## src/rtl/irq_latch_pkg.sv

```systemverilog
package irq_latch_pkg;

  typedef enum logic [1:0] {
    CAP_LEVEL   = 2'd0,
    CAP_EDGE    = 2'd1,
    CAP_LATCH_Z = 2'd2
  } cap_mode_e;

  localparam logic SEL_MASK   = 1'b0;
  localparam logic SEL_STATUS = 1'b1;

  // Bits that a write to the status register asks to clear.
  function automatic logic [31:0] ack_bits(input cap_mode_e mode, input logic [31:0] wd);
    case (mode)
      CAP_EDGE:    ack_bits = wd;
      CAP_LATCH_Z: ack_bits = ~wd;
      default:     ack_bits = '0;
    endcase
  endfunction

endpackage

```

## src/rtl/irq_sync.sv

```systemverilog
module irq_sync #(
  parameter int W      = 32,
  parameter int STAGES = 2
) (
  input  logic         clk,
  input  logic         rst,
  input  logic [W-1:0] d,
  output logic [W-1:0] q
);
  logic [W-1:0] stg [STAGES];

  always_ff @(posedge clk) begin
    if (rst) begin
      for (int i = 0; i < STAGES; i++) stg[i] <= '0;
    end else begin
      stg[0] <= d;
      for (int i = 1; i < STAGES; i++) stg[i] <= stg[i-1];
    end
  end

  assign q = stg[STAGES-1];
endmodule

```

## src/rtl/irq_capture.sv

```systemverilog
module irq_capture
  import irq_latch_pkg::*;
#(
  parameter int        W    = 32,
  parameter cap_mode_e MODE = CAP_EDGE
) (
  input  logic         clk,
  input  logic         rst,
  input  logic [W-1:0] line_sync,
  input  logic         st_we,
  input  logic [W-1:0] st_wdata,
  output logic [W-1:0] set_vec,
  output logic [W-1:0] status_q
);
  generate
    if (MODE == CAP_LEVEL) begin : g_level
      logic unused_wr;
      assign unused_wr = ^{st_we, st_wdata};
      assign set_vec   = line_sync;
      always_ff @(posedge clk) begin
        if (rst) status_q <= '0;
        else     status_q <= line_sync;
      end
    end else begin : g_latch
      logic [W-1:0] clr_vec;
      if (MODE == CAP_EDGE) begin : g_edge
        logic [W-1:0] prev_q;
        always_ff @(posedge clk) begin
          if (rst) prev_q <= '0;
          else     prev_q <= line_sync;
        end
        assign set_vec = line_sync & ~prev_q;
        assign clr_vec = st_we ? st_wdata : '0;
      end else begin : g_zero
        assign set_vec = line_sync;
        assign clr_vec = st_we ? ~st_wdata : '0;
      end
      // A new capture outranks an acknowledge landing on the same edge.
      always_ff @(posedge clk) begin
        if (rst) status_q <= '0;
        else     status_q <= (status_q & ~clr_vec) | set_vec;
      end
    end
  endgenerate
endmodule

```

## src/rtl/irq_regport.sv

```systemverilog
module irq_regport
  import irq_latch_pkg::*;
#(
  parameter int W = 32
) (
  input  logic         clk,
  input  logic         rst,
  input  logic         reg_sel,
  input  logic         reg_we,
  input  logic [W-1:0] reg_wdata,
  input  logic [W-1:0] status_q,
  output logic         st_we,
  output logic [W-1:0] mask_q,
  output logic [W-1:0] reg_rdata,
  output logic         cpu_irq
);
  logic mask_we;

  assign mask_we = reg_we && (reg_sel == SEL_MASK);
  assign st_we   = reg_we && (reg_sel == SEL_STATUS);

  always_ff @(posedge clk) begin
    if (rst)          mask_q <= '0;
    else if (mask_we) mask_q <= reg_wdata;
  end

  always_ff @(posedge clk) begin
    if (rst) cpu_irq <= 1'b0;
    else     cpu_irq <= |(status_q & mask_q);
  end

  assign reg_rdata = (reg_sel == SEL_STATUS) ? status_q : mask_q;
endmodule

```

## src/rtl/irq_latch_ctrl.sv

```systemverilog
module irq_latch_ctrl
  import irq_latch_pkg::*;
#(
  parameter int        N_LINES     = 32,
  parameter int        SYNC_STAGES = 2,
  parameter cap_mode_e CAP_MODE    = CAP_EDGE
) (
  input  logic               clk,
  input  logic               rst,
  input  logic [N_LINES-1:0] irq_in,
  input  logic               reg_sel,
  input  logic               reg_we,
  input  logic [N_LINES-1:0] reg_wdata,
  output logic [N_LINES-1:0] reg_rdata,
  output logic               cpu_irq
);
  logic [N_LINES-1:0] line_sync;
  logic [N_LINES-1:0] line_set;
  logic [N_LINES-1:0] status_q;
  logic [N_LINES-1:0] mask_q;
  logic               st_we;

  irq_sync #(.W(N_LINES), .STAGES(SYNC_STAGES)) u_sync (
    .clk(clk), .rst(rst), .d(irq_in), .q(line_sync)
  );

  irq_capture #(.W(N_LINES), .MODE(CAP_MODE)) u_cap (
    .clk(clk), .rst(rst), .line_sync(line_sync), .st_we(st_we),
    .st_wdata(reg_wdata), .set_vec(line_set), .status_q(status_q)
  );

  irq_regport #(.W(N_LINES)) u_port (
    .clk(clk), .rst(rst), .reg_sel(reg_sel), .reg_we(reg_we),
    .reg_wdata(reg_wdata), .status_q(status_q), .st_we(st_we),
    .mask_q(mask_q), .reg_rdata(reg_rdata), .cpu_irq(cpu_irq)
  );
endmodule

```

## config.mk

```make
export PLATFORM = sky130hd
export DESIGN_NAME = irq_latch_ctrl
export DESIGN_NICKNAME = d
export VERILOG_FILES = /design/src/rtl/irq_latch_pkg.sv /design/src/rtl/irq_sync.sv /design/src/rtl/irq_capture.sv /design/src/rtl/irq_regport.sv /design/src/rtl/irq_latch_ctrl.sv
export SDC_FILE = /design/constraint.sdc
export NUM_CORES = 1
export LEC_CHECK = 0
export ABC_AREA = 1
export CAP_MARGIN = 25
export CORE_UTILIZATION = 40
export DETAILED_ROUTE_END_ITERATION = 10
export SLEW_MARGIN = 15
export SYNTH_ARGS = -nofsm -noshare
export SYNTH_HDL_FRONTEND = slang
export SYNTH_HIERARCHICAL = 1
export SYNTH_SLANG_ARGS = --single-unit
```

## constraint.sdc

```tcl
create_clock -name clk -period 1.9 [get_ports clk]
set_input_delay 0.57 -clock clk [delete_from_list [all_inputs] [get_ports clk]]
set_output_delay 0.57 -clock clk [all_outputs]
set_load 0.05 [all_outputs]
```

Word level (Yosys, flattened, before mapping) --
Memory sizes are Yosys's and may differ from the RTL's. Index checks and enable logic that the tools add are counted.
Storage, ports and cells: word-level logic and storage cells 24, memories 1, output and inout port bits 33, register bits after elaboration 97, memory bits (writable) 64
Cells by class: bitwise gates (word level) 9, multiplexer cells 7, reductions and logical operators 3
Memories:
- u_sync.stg | words 2, bits a word 32, read ports 2, clocked after Yosys merged registers in 0, wr ports 2, RTL line irq_sync.sv:10 | logic [W-1:0] stg [STAGES];
Operators with widths (number):
- 32-bit 2-to-1 mux | 4
- 32-bit AND | 3
- 32-bit NOT | 2
- 32-bit OR | 1
- 32-bit OR reduction | 1
- 1-bit 2-to-1 mux | 3
- 1-bit logical AND | 2
- 1-bit OR | 2
- 1-bit NOT | 1

Depth between registers and ports, before layout --
depth after elaboration 5, gate-level depth with buffers 8, depth with buffers taken out 6

Hierarchy --
Netlist, hierarchy kept.
By module, submodules not included:
- irq_capture | area each 2376.0 um^2, cells an instance 330, instances 1, sequential area each 1281.2 um^2
- irq_sync | area each 2080.7 um^2, cells an instance 231, instances 1, sequential area each 1281.2 um^2
- irq_regport | area each 1884.3 um^2, cells an instance 309, instances 1, sequential area each 660.6 um^2

Least setup slack after synthesis --
No wires, ideal clock.
path kind in2out, start point input port reg_sel, end point output port reg_rdata[29], required time 1330 ps, buffers on the path 1, arrival time 1795 ps, stages on the path 2, slack -465 ps, cell sequence buf_6 -> o21ai_0
Between the ends: word-level cells in the longest chain between the ends 1
RTL lines:
- start, declared | RTL line irq_latch_ctrl.sv:11 | input logic reg_sel,
- 32-bit 2-to-1 mux | RTL line irq_regport.sv:32 | assign reg_rdata = (reg_sel == SEL_STATUS) ? status_q : mask_q;
- end, declared | RTL line irq_latch_ctrl.sv:14 | output logic [N_LINES-1:0] reg_rdata,
Every way passes these cells.

Worst setup path in the final report --
start point input port reg_sel, end point output port reg_rdata[3]
The elaborated chain is that of the path after synthesis.

==> results.yml <==
timing:
  fin_ws_ns: 0.0180
  holdWs_ns: 0.400
  finalHoldViolCount: 0
  max_freq_mhz: 531
  fin_tns_setup_ns: 0
  relSlewSlack_pct: 74.5
  post-route-period-util_pct: 99.1
  skew_ns: 0.00610
  setup_violations: 0
  drv_slew: 0
  worstMarginPinSlew_ns: 0.382
  grt_setup_unrepaired: "yes"
  layout_min_cycle_time_ns: 1.88
placed_design:
  place_congestion: 0.791
  dp_hpwl_mm: 8.12
  dp_slack_ns: -0.430
  portBuffers: 100
  placed_cell_area_sq_um: 7510
layout:
  fin_area_sq_um: 8290
  area_growth_pct: 33.2
  final_util_pct: 54.5
  fin_nets: 977
  antenna-diode-count: 0
  final_layout_size_suffix_gt1_share_pct: 16.5
grt:
  grt_pass1_wl_mm: 20.4
  gr-total-overflow: 0
  met2_usage_pct: 23.0
  grt_antenna_before_repair: 0
  grt_pass1_vias: 4138
  grt_util_met3_pct: 5.06
  grt_max_degree: 83
  grtUsageMet1_pct: 23.4
  busiest_layer: "met1"
  grt.total_usage_pct: 16.4
setup_path:
  critical_path_class: "in2out"
  cp-start-kind: "input port"
  reg2reg_depth: 6
  reg2reg_to: "u_port/cpu_irq"
  cp-end-kind: "output port"
  reg2reg_setup_slack_ns: 0.81
  rr_startpoint: "u_cap/status_q[25]"
  crit_fanout: 8
  critical_path_arrival_ns: 1.31
  required_ns: 1.33
cts:
  clkSinkCount: 161
  root_buffer: "clkbuf_16"
  clkTransAtPathRegs_ns: 0.06
  hold_buffers: 0
  h-tree-depth: 4
  cts_tree: "done"
  cts_buffer_depth: 2
  cts_buffers: 17
  clock_latency_ns: 0.42
power_and_ir_drop:
  vdd_drop_max_mv: 0.694
  leakage_nw: 3.55
  power_density_nw_per_um2: 959
floorplan:
  die_w_um: 127
  die_height_um: 127
  placement_rows: 45
  core_area_sq_um: 15200
  start_util_pct: 40.9
  num_io_pins: 101
  die_area_sq_um: 16100
synth:
  syn_nets: 906
  syn_inst: 838
  syn_avg_cell_area_sq_um: 7.42
  synth-warning-count: 6
  syn_area_sq_um: 6220
detailed_routing:
  vias: 4634
  drtAntennaViolNets: 0
  drt-initial-drc-count: 282
  vias_per_cell: 4.18
  wl_per_cell_um: 11.3
  drc_errors: 0
  routed_wl_mm: 12.6
  drt-pass1-iter-count: 5
run_status:
  outcome: "completed"
hold_path:
  hold_path_class: "reg2reg"
  worstHoldEndpoint: "u_sync/stg[0][49]"
  min_path_cells: 2
  worstHoldStart: "u_sync/stg[0][17]"
run:
  cap_violations: 0
[worst max path at each step]
stage | cells past startpoint | end | from | slack [ns]
floorplan | 5 | reg_rdata[0] | reg_sel | 0.005
global placement | 6 | reg_rdata[28] | reg_sel | -0.44
detailed placement | 6 | reg_rdata[28] | reg_sel | -0.43
CTS | 5 | reg_rdata[29] | reg_sel | 0.001
global route | 6 | reg_rdata[18] | reg_sel | -0.02
finish | 6 | reg_rdata[3] | reg_sel | 0.02
[power breakdown]
| part | switching (W) | total, W | internal [W] |
|---|---|---|---|
| Sequential | 0.0000781 | 0.00360 | 0.00353 |
| Clock | 0.00139 | 0.00341 | 0.00203 |
| Combinational | 0.000489 | 0.000933 | 0.000444 |
| Total | 0.00195 | 0.00795 | 0.00600 |
[timing repair]
| item | CTS | global route |
|---|---|---|
| endpoints found under the setup margin | 32 | 23 |
| pin swaps | 2 | 11 |
| resized for setup | 16 | 24 |
| cloned | 2 | 2 |
| setup buffers | 1 | 0 |
[sequential cells by signal, summed over array words and instances, names as in the netlist]
signal / flops
u_port/cpu_irq: 1
u_cap/g_latch.g_edge.prev_q: 32
u_sync/stg: 64
u_cap/status_q: 32
u_port/mask_q: 32
[stage by stage]
stage	cells	power [W]
finish	1109	0.00795
global route	1109	0.00827
CTS	1107	0.00801
detailed placement	1073	0.00457
global placement	1073	0.00456
floorplan	838	0.00418
[cell type report]
type,instances,area [sq um]
clock buffer,19,453
tap,188,235
sequential,161,3220
multi-input combinational,479,2090
timing repair inverter,1,11.3
inverter,132,517
fill,1465,6920
clock inverter,12,148
timing repair buffer,117,1610
[layout by cell type, fill, tap and decap left out, types with 2 or more instances in the layout]
| cell type | n |
|---|---|
| clkbuf_16 | 18 |
| clkdlybuf4s50_1 | 65 |
| nor2_1 | 107 |
| inv_6 | 3 |
| inv_8 | 2 |
| nand2_1 | 258 |
| bufinv_16 | 2 |
| a21oi_1 | 48 |
| buf_12 | 42 |
| clkbuf_8 | 2 |
| clkinv_4 | 5 |
| buf_4 | 6 |
| nand2_2 | 47 |
| dfxtp_1 | 161 |
| clkinvlp_4 | 2 |
| inv_1 | 130 |
| a21oi_2 | 16 |
[per-layer routing]
metal | wire [um] | share of wire [%]
met1 | 6560 | 52
met2 | 5070 | 40
met3 | 728 | 5.8
met4 | 216 | 1.7
met5 | 0 | 0
[worst max-delay path, stage by stage]
cell and delay (ns):
buf_2 0.11, buf_12 0.18, clkbuf_16 0.17, nand2_1 0.06, nand2_2 0.08, buf_12 0.13
Note: power is estimated with default switching activity, not from simulation.
